$ cat src/rtl/muldiv_pkg.sv
package muldiv_pkg;

    typedef enum logic {
        OP_MUL = 1'b0,
        OP_DIV = 1'b1
    } md_op_e;

    typedef enum logic [1:0] {
        ST_IDLE = 2'd0,
        ST_RUN  = 2'd1,
        ST_DONE = 2'd2
    } md_state_e;

endpackage

$ cat src/rtl/muldiv_ctrl.sv
module muldiv_ctrl
    import muldiv_pkg::*;
#(
    parameter int W = 32
) (
    input  logic clk,
    input  logic rst_n,
    input  logic start,
    output logic accept,
    output logic finish,
    output logic busy,
    output logic done
);
    localparam int CNT_W = (W > 2) ? $clog2(W) : 1;
    localparam logic [CNT_W-1:0] LAST = CNT_W'(W - 1);

    md_state_e state, state_nxt;
    logic [CNT_W-1:0] cnt;

    // state register and step counter
    always_ff @(posedge clk or negedge rst_n) begin
        if (!rst_n) begin
            state <= ST_IDLE;
            cnt   <= '0;
        end else begin
            state <= state_nxt;
            if (accept)
                cnt <= '0;
            else if (state == ST_RUN)
                cnt <= cnt + 1'b1;
        end
    end

    // next-state logic
    always_comb begin
        state_nxt = state;
        unique case (state)
            ST_IDLE: if (start) state_nxt = ST_RUN;
            ST_RUN:  if (cnt == LAST) state_nxt = ST_DONE;
            ST_DONE: state_nxt = start ? ST_RUN : ST_IDLE;
            default: state_nxt = ST_IDLE;
        endcase
    end

    // outputs
    always_comb begin
        accept = 1'b0;
        finish = 1'b0;
        busy   = 1'b0;
        done   = 1'b0;
        unique case (state)
            ST_IDLE: accept = start;
            ST_RUN: begin
                busy   = 1'b1;
                finish = (cnt == LAST);
            end
            ST_DONE: begin
                done   = 1'b1;
                accept = start;
            end
            default: ;
        endcase
    end

    assert_done_one_cycle_R2: assert property (@(posedge clk) disable iff (!rst_n)
        done |=> !done);
    assert_done_after_busy_R2: assert property (@(posedge clk) disable iff (!rst_n)
        done |-> $past(busy));
    assert_busy_done_excl_R2: assert property (@(posedge clk) disable iff (!rst_n)
        !(busy && done));
    assert_start_ignored_R8: assert property (@(posedge clk) disable iff (!rst_n)
        (busy && !finish) |=> busy);

endmodule

$ cat src/rtl/muldiv_iter.sv
module muldiv_iter
    import muldiv_pkg::*;
#(
    parameter int W = 32
) (
    input  md_op_e         op,
    input  logic [W-1:0]   acc,
    input  logic [W-1:0]   rsh,
    input  logic [W-1:0]   dvs,
    output logic [W-1:0]   acc_nxt,
    output logic [W-1:0]   rsh_nxt
);
    logic [W:0] sum;
    logic [W:0] shl;
    logic [W:0] diff;

    always_comb begin
        // shift-add multiply step
        sum  = rsh[0] ? ({1'b0, acc} + {1'b0, dvs}) : {1'b0, acc};
        // restoring divide step
        shl  = {acc, rsh[W-1]};
        diff = shl - {1'b0, dvs};
        unique case (op)
            OP_MUL: begin
                acc_nxt = sum[W:1];
                rsh_nxt = {sum[0], rsh[W-1:1]};
            end
            OP_DIV: begin
                if (!diff[W]) begin
                    acc_nxt = diff[W-1:0];
                    rsh_nxt = {rsh[W-2:0], 1'b1};
                end else begin
                    acc_nxt = shl[W-1:0];
                    rsh_nxt = {rsh[W-2:0], 1'b0};
                end
            end
            default: begin
                acc_nxt = acc;
                rsh_nxt = rsh;
            end
        endcase
    end

endmodule

$ cat src/rtl/muldiv_fix.sv
module muldiv_fix
    import muldiv_pkg::*;
#(
    parameter int W = 32
) (
    input  md_op_e        op,
    input  logic          neg_main,
    input  logic          neg_rem,
    input  logic [W-1:0]  acc,
    input  logic [W-1:0]  rsh,
    output logic [W-1:0]  hi_res,
    output logic [W-1:0]  lo_res
);
    logic [2*W-1:0] prod;

    always_comb begin
        prod = {acc, rsh};
        if (neg_main)
            prod = -prod;
        unique case (op)
            OP_MUL: begin
                hi_res = prod[2*W-1:W];
                lo_res = prod[W-1:0];
            end
            OP_DIV: begin
                lo_res = neg_main ? -rsh : rsh;
                hi_res = neg_rem  ? -acc : acc;
            end
            default: begin
                hi_res = '0;
                lo_res = '0;
            end
        endcase
    end

endmodule

$ cat src/rtl/muldiv_hilo.sv
module muldiv_hilo
    import muldiv_pkg::*;
#(
    parameter int W = 32
) (
    input  logic          clk,
    input  logic          rst_n,
    input  logic          start,
    input  logic          op,
    input  logic          signed_mode,
    input  logic [W-1:0]  opa,
    input  logic [W-1:0]  opb,
    output logic          busy,
    output logic          done,
    output logic          div_zero,
    output logic [W-1:0]  hi_q,
    output logic [W-1:0]  lo_q
);
    logic accept, finish;

    md_op_e       op_q;
    logic [W-1:0] acc, rsh, dvs;
    logic [W-1:0] acc_nxt, rsh_nxt;
    logic [W-1:0] hi_res, lo_res;
    logic [W-1:0] mag_a, mag_b;
    logic         neg_main, neg_rem, zero_dvs;

    muldiv_ctrl #(.W(W)) u_ctrl (
        .clk    (clk),
        .rst_n  (rst_n),
        .start  (start),
        .accept (accept),
        .finish (finish),
        .busy   (busy),
        .done   (done)
    );

    muldiv_iter #(.W(W)) u_iter (
        .op      (op_q),
        .acc     (acc),
        .rsh     (rsh),
        .dvs     (dvs),
        .acc_nxt (acc_nxt),
        .rsh_nxt (rsh_nxt)
    );

    muldiv_fix #(.W(W)) u_fix (
        .op       (op_q),
        .neg_main (neg_main),
        .neg_rem  (neg_rem),
        .acc      (acc_nxt),
        .rsh      (rsh_nxt),
        .hi_res   (hi_res),
        .lo_res   (lo_res)
    );

    // operand magnitudes for signed mode
    always_comb begin
        mag_a = (signed_mode && opa[W-1]) ? -opa : opa;
        mag_b = (signed_mode && opb[W-1]) ? -opb : opb;
    end

    // iteration datapath
    always_ff @(posedge clk or negedge rst_n) begin
        if (!rst_n) begin
            op_q     <= OP_MUL;
            acc      <= '0;
            rsh      <= '0;
            dvs      <= '0;
            neg_main <= 1'b0;
            neg_rem  <= 1'b0;
            zero_dvs <= 1'b0;
        end else if (accept) begin
            op_q     <= md_op_e'(op);
            acc      <= '0;
            rsh      <= mag_a;
            dvs      <= mag_b;
            neg_main <= signed_mode && (opa[W-1] ^ opb[W-1]);
            neg_rem  <= signed_mode && opa[W-1];
            zero_dvs <= (opb == '0);
        end else if (busy) begin
            acc <= acc_nxt;
            rsh <= rsh_nxt;
        end
    end

    // result registers and divide-by-zero flag
    always_ff @(posedge clk or negedge rst_n) begin
        if (!rst_n) begin
            hi_q     <= '0;
            lo_q     <= '0;
            div_zero <= 1'b0;
        end else if (accept) begin
            div_zero <= 1'b0;
        end else if (finish) begin
            if (op_q == OP_DIV && zero_dvs) begin
                div_zero <= 1'b1;
            end else begin
                hi_q <= hi_res;
                lo_q <= lo_res;
            end
        end
    end

    assert_hilo_only_on_done_R9: assert property (@(posedge clk) disable iff (!rst_n)
        (!$stable(hi_q) || !$stable(lo_q)) |-> done);
    assert_dz_keeps_hilo_R7: assert property (@(posedge clk) disable iff (!rst_n)
        (done && div_zero) |-> ($stable(hi_q) && $stable(lo_q)));
    assert_dz_only_div_R7: assert property (@(posedge clk) disable iff (!rst_n)
        div_zero |-> (op_q == OP_DIV));
    assert_rem_bound_R5: assert property (@(posedge clk) disable iff (!rst_n)
        (busy && op_q == OP_DIV && dvs != '0) |-> (acc < dvs));

endmodule

$ cat config.mk
export PLATFORM = sky130hd
export DESIGN_NAME = muldiv_hilo
export DESIGN_NICKNAME = d
export VERILOG_FILES = /design/src/rtl/muldiv_pkg.sv /design/src/rtl/muldiv_ctrl.sv /design/src/rtl/muldiv_iter.sv /design/src/rtl/muldiv_fix.sv /design/src/rtl/muldiv_hilo.sv
export SDC_FILE = /design/constraint.sdc
export NUM_CORES = 1
export LEC_CHECK = 0
export BUFFER_PORTS_ARGS = -buffer_cell sky130_fd_sc_hd__buf_4
export CORE_UTILIZATION = 50
export CTS_BUF_LIST = sky130_fd_sc_hd__clkbuf_16
export CTS_CLUSTER_DIAMETER = 80
export CTS_CLUSTER_SIZE = 24
export DETAILED_ROUTE_END_ITERATION = 8
export PLACE_DENSITY_LB_ADDON = 0.08
export SYNTH_ARGS = -nofsm -noshare
export SYNTH_HDL_FRONTEND = slang
export SYNTH_HIERARCHICAL = 1
export SYNTH_SLANG_ARGS = --single-unit
$ cat constraint.sdc
create_clock -name clk -period 7 [get_ports clk]
set_input_delay 2.1 -clock clk [delete_from_list [all_inputs] [get_ports clk]]
set_output_delay 2.1 -clock clk [all_outputs]
set_load 0.05 [all_outputs]
### After elaboration in Yosys (flattened, before gate mapping)

Index checks and enable logic that the tools add are counted.

| storage, ports and cells | value |
|---|---|
| logic and storage cells | 72 |
| flip-flop bits (word level) | 172 |

| cells by class | value |
|---|---|
| multiplexer cells | 29 |
| reductions and logical operators | 14 |
| eq/ne operators | 5 |
| bitwise operators | 4 |
| add/sub/neg operators | 8 |

Operators with widths:

| kind | count |
|---|---|
| 2-to-1 mux 32 bit | 9 |
| one-hot mux 32 bit (2 select lines) | 4 |
| negator 32 bit | 4 |
| 2-to-1 mux 64 bit | 1 |
| negator 64 bit | 1 |
| adder 32 x 32 -> 33 bit | 1 |
| 2-to-1 mux 33 bit | 1 |
| subtractor 33 x 32 -> 33 bit | 1 |
| zero test 32 bit | 1 |
| 2-to-1 mux 5 bit | 2 |
| 2-to-1 mux 1 bit | 9 |
| nonzero test 2 bit | 4 |
| one-hot mux 2 bit (3 select lines) | 1 |
| adder 5 x 1 -> 5 bit (second input constant) | 1 |
| == test 5 bit (second input constant) | 1 |
| logical AND 1 bit | 4 |
| 2-to-1 mux 2 bit | 2 |
| inequality test 2 bit (second input constant) | 2 |
| AND reduction 2 bit | 2 |
| inverter 1 bit | 3 |
| AND reduction 3 bit | 1 |
| == test 2 x 1 -> 1 bit (second input constant) | 1 |
| == test 2 bit (second input constant) | 1 |
| zero test 2 bit | 1 |
| other kinds (2) | 2 |

### Logic depth before layout (Yosys ltp)

| logic depth | value |
|---|---|
| word-level depth | 6 |
| mapped depth | 21 |

### By module

Netlist, hierarchy kept.

Modules (own cells, without submodules):

| module | instances | cells each | area an instance (um2) |
|---|---|---|---|
| muldiv_hilo | 1 | 713 | 7828.8 |
| muldiv_iter | 1 | 692 | 4847.1 |
| muldiv_fix | 1 | 295 | 1941.9 |
| muldiv_ctrl | 1 | 29 | 359.1 |

### Worst setup path before layout

Ideal clock, no wire load.

| timing path | value |
|---|---|
| kind | register -> register |
| from | register rsh[31] |
| to | register hi_q[28] |
| data arrival time | 4.781 ns |
| stages on the path, launching flop included | 21 |
| slack | 2.094 ns |
| buffers on the path | 2 |
| clock period less this slack | 4.906 ns |
| path through | dfrtp_1 > inv_1 > ha_1 > fa_1 > nand2b_1 > a21oi_2 > o2111ai_2 > a21boi_2 > o2111ai_2 > and3_4 > nor3_4 > buf_6 > nor3b_1 > a211oi_1 > or4_1 > buf_2 > or4_4 > nor4_2 > nor4b_2 > nor4_2 > mux2_2 |

| between the ends | value |
|---|---|
| longest elaborated chain between the ends | 6 |
| elaborated cells on any way between the ends | 10 |
| those cells by class | add/sub: 3; mux: 7 |

RTL lines:

| what | line | RTL |
|---|---|---|
| from (decl) | muldiv_hilo.sv:22 | `logic [W-1:0] acc, rsh, dvs;` |
| from (signal assigned) | muldiv_hilo.sv:76 | `rsh <= mag_a;` |
| from (signal assigned) | muldiv_hilo.sv:83 | `rsh <= rsh_nxt;` |
| subtractor 33 x 32 -> 33 bit * | muldiv_iter.sv:22 | `diff = shl - {1'b0, dvs};` |
| 2-to-1 mux 32 bit * | muldiv_iter.sv:29 | `if (!diff[W]) begin` |
| one-hot mux 32 bit (2 select lines) * | muldiv_iter.sv:23 | `unique case (op)` |
| via acc_nxt[18] | muldiv_hilo.sv:23 | `logic [W-1:0] acc_nxt, rsh_nxt;` |
| negator 64 bit / negator 32 bit (equally long branches) | muldiv_fix.sv:19, muldiv_fix.sv:27 |  |
| 2-to-1 mux 64 bit / 2-to-1 mux 32 bit (equally long branches) | muldiv_fix.sv:18, muldiv_fix.sv:27 |  |
| one-hot mux 32 bit (2 select lines) * | muldiv_fix.sv:20 | `unique case (op)` |
| via hi_res[28] | muldiv_hilo.sv:24 | `logic [W-1:0] hi_res, lo_res;` |
| to (signal assigned) | muldiv_hilo.sv:99 | `hi_q <= hi_res;` |
| to (decl) | muldiv_hilo.sv:16 | `output logic [W-1:0] hi_q,` |

The timed path passes the listed nets; every way through them passes the cells marked *.
A chain may end at the register's enable or synchronous reset.

### Final worst setup path

| timing path | value |
|---|---|
| from | register rsh[31] |
| to | register hi_q[20] |

The elaborated chain is that of the path after synthesis.

==> impl_metrics.py <==
metrics = {
    "timing": {
        "hold_viol_final": 0,
        "relSlewSlack_pct": 25.6,
        "report.final.slew_viol_count": 0,
        "min_period_ns": 6.11,
        "rsz0062_at_grt": "false",
        "fin_skew_ns": 0.0184,
        "fmax_mhz": 164,
        "setup_viol": 0,
        "fin_tns_setup_ns": 0,
        "worstMarginPinSlew_ns": 1.12,
        "fin_crit_sh_pct": 87.3,
    },
    "global_routing": {
        "grt_overflow": 0,
        "antenna_found_initial": 0,
        "grt_pass1_wl_um": 71600,
        "first_global_vias": 12800,
        "grt_max_degree": 103,
        "grt_usage_pct": 29.9,
    },
    "clocking": {
        "cts_tree": "yes",
        "postCtsHoldBufs": 0,
        "cts.clk_slew.worst_paths_ns": 0.07,
        "cts_htree_levels": 4,
        "clock-root-buffer": "clkbuf_16",
        "clock_path_buffers": 2,
        "cts-resized-gates": 0,
        "cts_sinks": 172,
        "insertion_delay_ns": 0.46,
        "post_cts_buffers": 0,
        "cts_inserted_buffers": 17,
    },
    "synthesis": {
        "syn_area_um2": 15000,
        "synth_area_per_cell_um2": 8.66,
        "ys_seq_elements": 172,
        "async_flop_share_pct": 100,
        "synthTopCellsByArea": "dfrtp_1, mux2_2, xnor2_1, ha_1, a21oi_1",
        "synthCells": 1729,
        "synth_top_cell_area_share_pct": 28.7,
        "synthTopCellsByCount": "dfrtp_1, a21oi_1, nor2_1, xnor2_1, mux2_2",
        "yosysTopAreaCell": "dfrtp_1",
        "synth.lib_cells_used.distinct": 88,
        "yosysMostFrequentCell": "dfrtp_1",
        "yosys_warnings": 6,
        "syn_nets": 1870,
        "ys.flop_type": "dfrtp_1",
        "synth-seq-area-share_pct": 28.7,
        "synth_edf_count": 0,
    },
    "critical_path": {
        "cp.required_ns": 7.34,
        "cp.arrival_ns": 6.45,
        "path_class": "reg -> reg",
        "critical_path_peak_fanout": 20,
        "end_kind": "flop",
        "start_kind": "flop",
    },
    "route": {
        "wl_met1_um": 22100,
        "routed_wl_um": 45100,
        "dr.pass1.iters": 7,
        "wl_met2_um": 18900,
        "vias": 13500,
        "top_layer_used": "met4",
        "drt-wirelength-per-cell_um": 20.5,
        "vias_per_cell": 6.15,
        "met3_length_um": 3200,
        "first_iter_violations": 1027,
        "drc": 0,
        "ant_nets": 0,
    },
    "die": {
        "core-area_um2": 29100,
        "io_pins": 136,
        "die_h_um": 175,
        "die_x_um": 175,
        "die_area_um2": 30600,
        "start_util_pct": 51.5,
        "core.rowCount": 62,
    },
    "status": {
        "status": "finished, final reports clean",
    },
    "worst_hold_path": {
        "hold_class": "reg -> reg",
    },
    "cells_and_area": {
        "regArea_um2": 4310,
        "post-route-util_pct": 57.7,
        "fillers": 2691,
        "final_cell_count_no_fill": 2202,
        "antennaDiodeCount": 0,
        "drive_above_1_share_pct": 17.7,
        "syn2layout_area_growth_pct": 12.1,
        "multi_input_comb_area_um2": 10000,
        "layout.nets": 1946,
    },
    "place": {
        "dp_hpwl_um": 34300,
        "dp_cells": 2170,
        "numPortBuffers": 135,
        "place_congestion": 0.919,
    },
    "job": {
        "maxCapViolCount": 0,
    },
}
==> path summary, 6_finish.rpt <==
path                          startpoint       endpoint  slack, ns  cells past startpoint
setup reg to reg                 rsh[31]       hi_q[20]       0.89                     20
hold reg to reg            u_ctrl/cnt[3]  u_ctrl/cnt[3]       0.48                      1
hold / removal             u_ctrl/cnt[3]  u_ctrl/cnt[3]       0.48                      1
max in group asynchronous          rst_n        dvs[29]       4.09                      2
setup / recovery                 rsh[31]       hi_q[20]       0.89                     20
min in group asynchronous          rst_n        acc[29]       1.72                      1
==> critical path, stage by stage (launching register included) <==
cell	delay, ns
dfrtp_1	0.34
inv_1	0.07
ha_1	0.22
fa_1	0.40
nand2b_1	0.19
a21oi_2	0.20
o2111ai_2	0.21
a21boi_2	0.34
o2111ai_2	0.15
and3_4	0.20
nor3_4	0.65
buf_4	0.44
mux2i_1	0.13
a21o_1	0.24
inv_1	0.09
ha_1	0.52
nand4_1	0.48
or4_1	0.53
a22oi_1	0.20
xnor2_1	0.10
mux2_2	0.26
==> cell type report <==
class                      instances  area share (%)
clock inverter                    15           0.991
timing repair buffer             150            6.73
inverter                          69            1.56
multi-input combinational       1395            59.7
sequential                       172            25.7
tap                              384            2.86
clock buffer                      17            2.53
==> cells in the final DEF, fill, tap and decap left out, types with 8 or more instances in the layout <==
cell type,instances
a211oi_1,53
a21o_1,33
a21oi_1,152
a22oi_1,8
a31oi_1,26
a41oi_1,8
and2_1,12
and3_1,10
buf_4,149
clkbuf_16,17
dfrtp_1,171
ha_1,70
inv_1,65
mux2_2,101
mux2i_1,68
nand2_1,97
nand2b_1,16
nand3_1,30
nand4_1,16
nor2_1,147
nor2b_1,48
nor3_1,32
nor4_1,17
o21ai_0,73
o31ai_1,32
o41ai_1,11
or3_1,20
or4_1,15
xnor2_1,105
xor2_1,61
==> metal layers <==
metal	GRT usage, %	up-vias
met1	44.4	6560
met3	7.16	51
li1	-	6508
met2	43.0	416
met5	0	-
met4	7.64	0
==> stage by stage <==
step / hold slack (ns) / setup WS [ns] / instance area [µm²]
2_1_floorplan: 0.437 / 2.09 / 15000
3_3_place_gp: 0.456 / 1.12 / 16200
3_5_place_dp: 0.462 / 0.977 / 16200
4_1_cts: 0.471 / 0.964 / 16800
5_1_grt: 0.509 / 0.420 / 16800
6_report: 0.478 / 0.892 / 16800
==> cells by family after synthesis <==
group	synth area share (%)
compound gates	21.0
xor+xnor	9.71
fa+ha+maj	6.12
buf+inv	4.34
flops	28.7
mux	12.1
simple gates	17.9
==> sequential cells by signal (all words and copies together), names as in the netlist <==
name,count
acc,32
div_zero,1
dvs,32
hi_q,32
lo_q,32
neg_main,1
neg_rem,1
op_q,1
rsh,32
u_ctrl/cnt,5
u_ctrl/state,2
zero_dvs,1
Power is left out: the tool's default activity adds up to more than one toggle a clock period on the data nets, which glitch-free logic cannot reach.
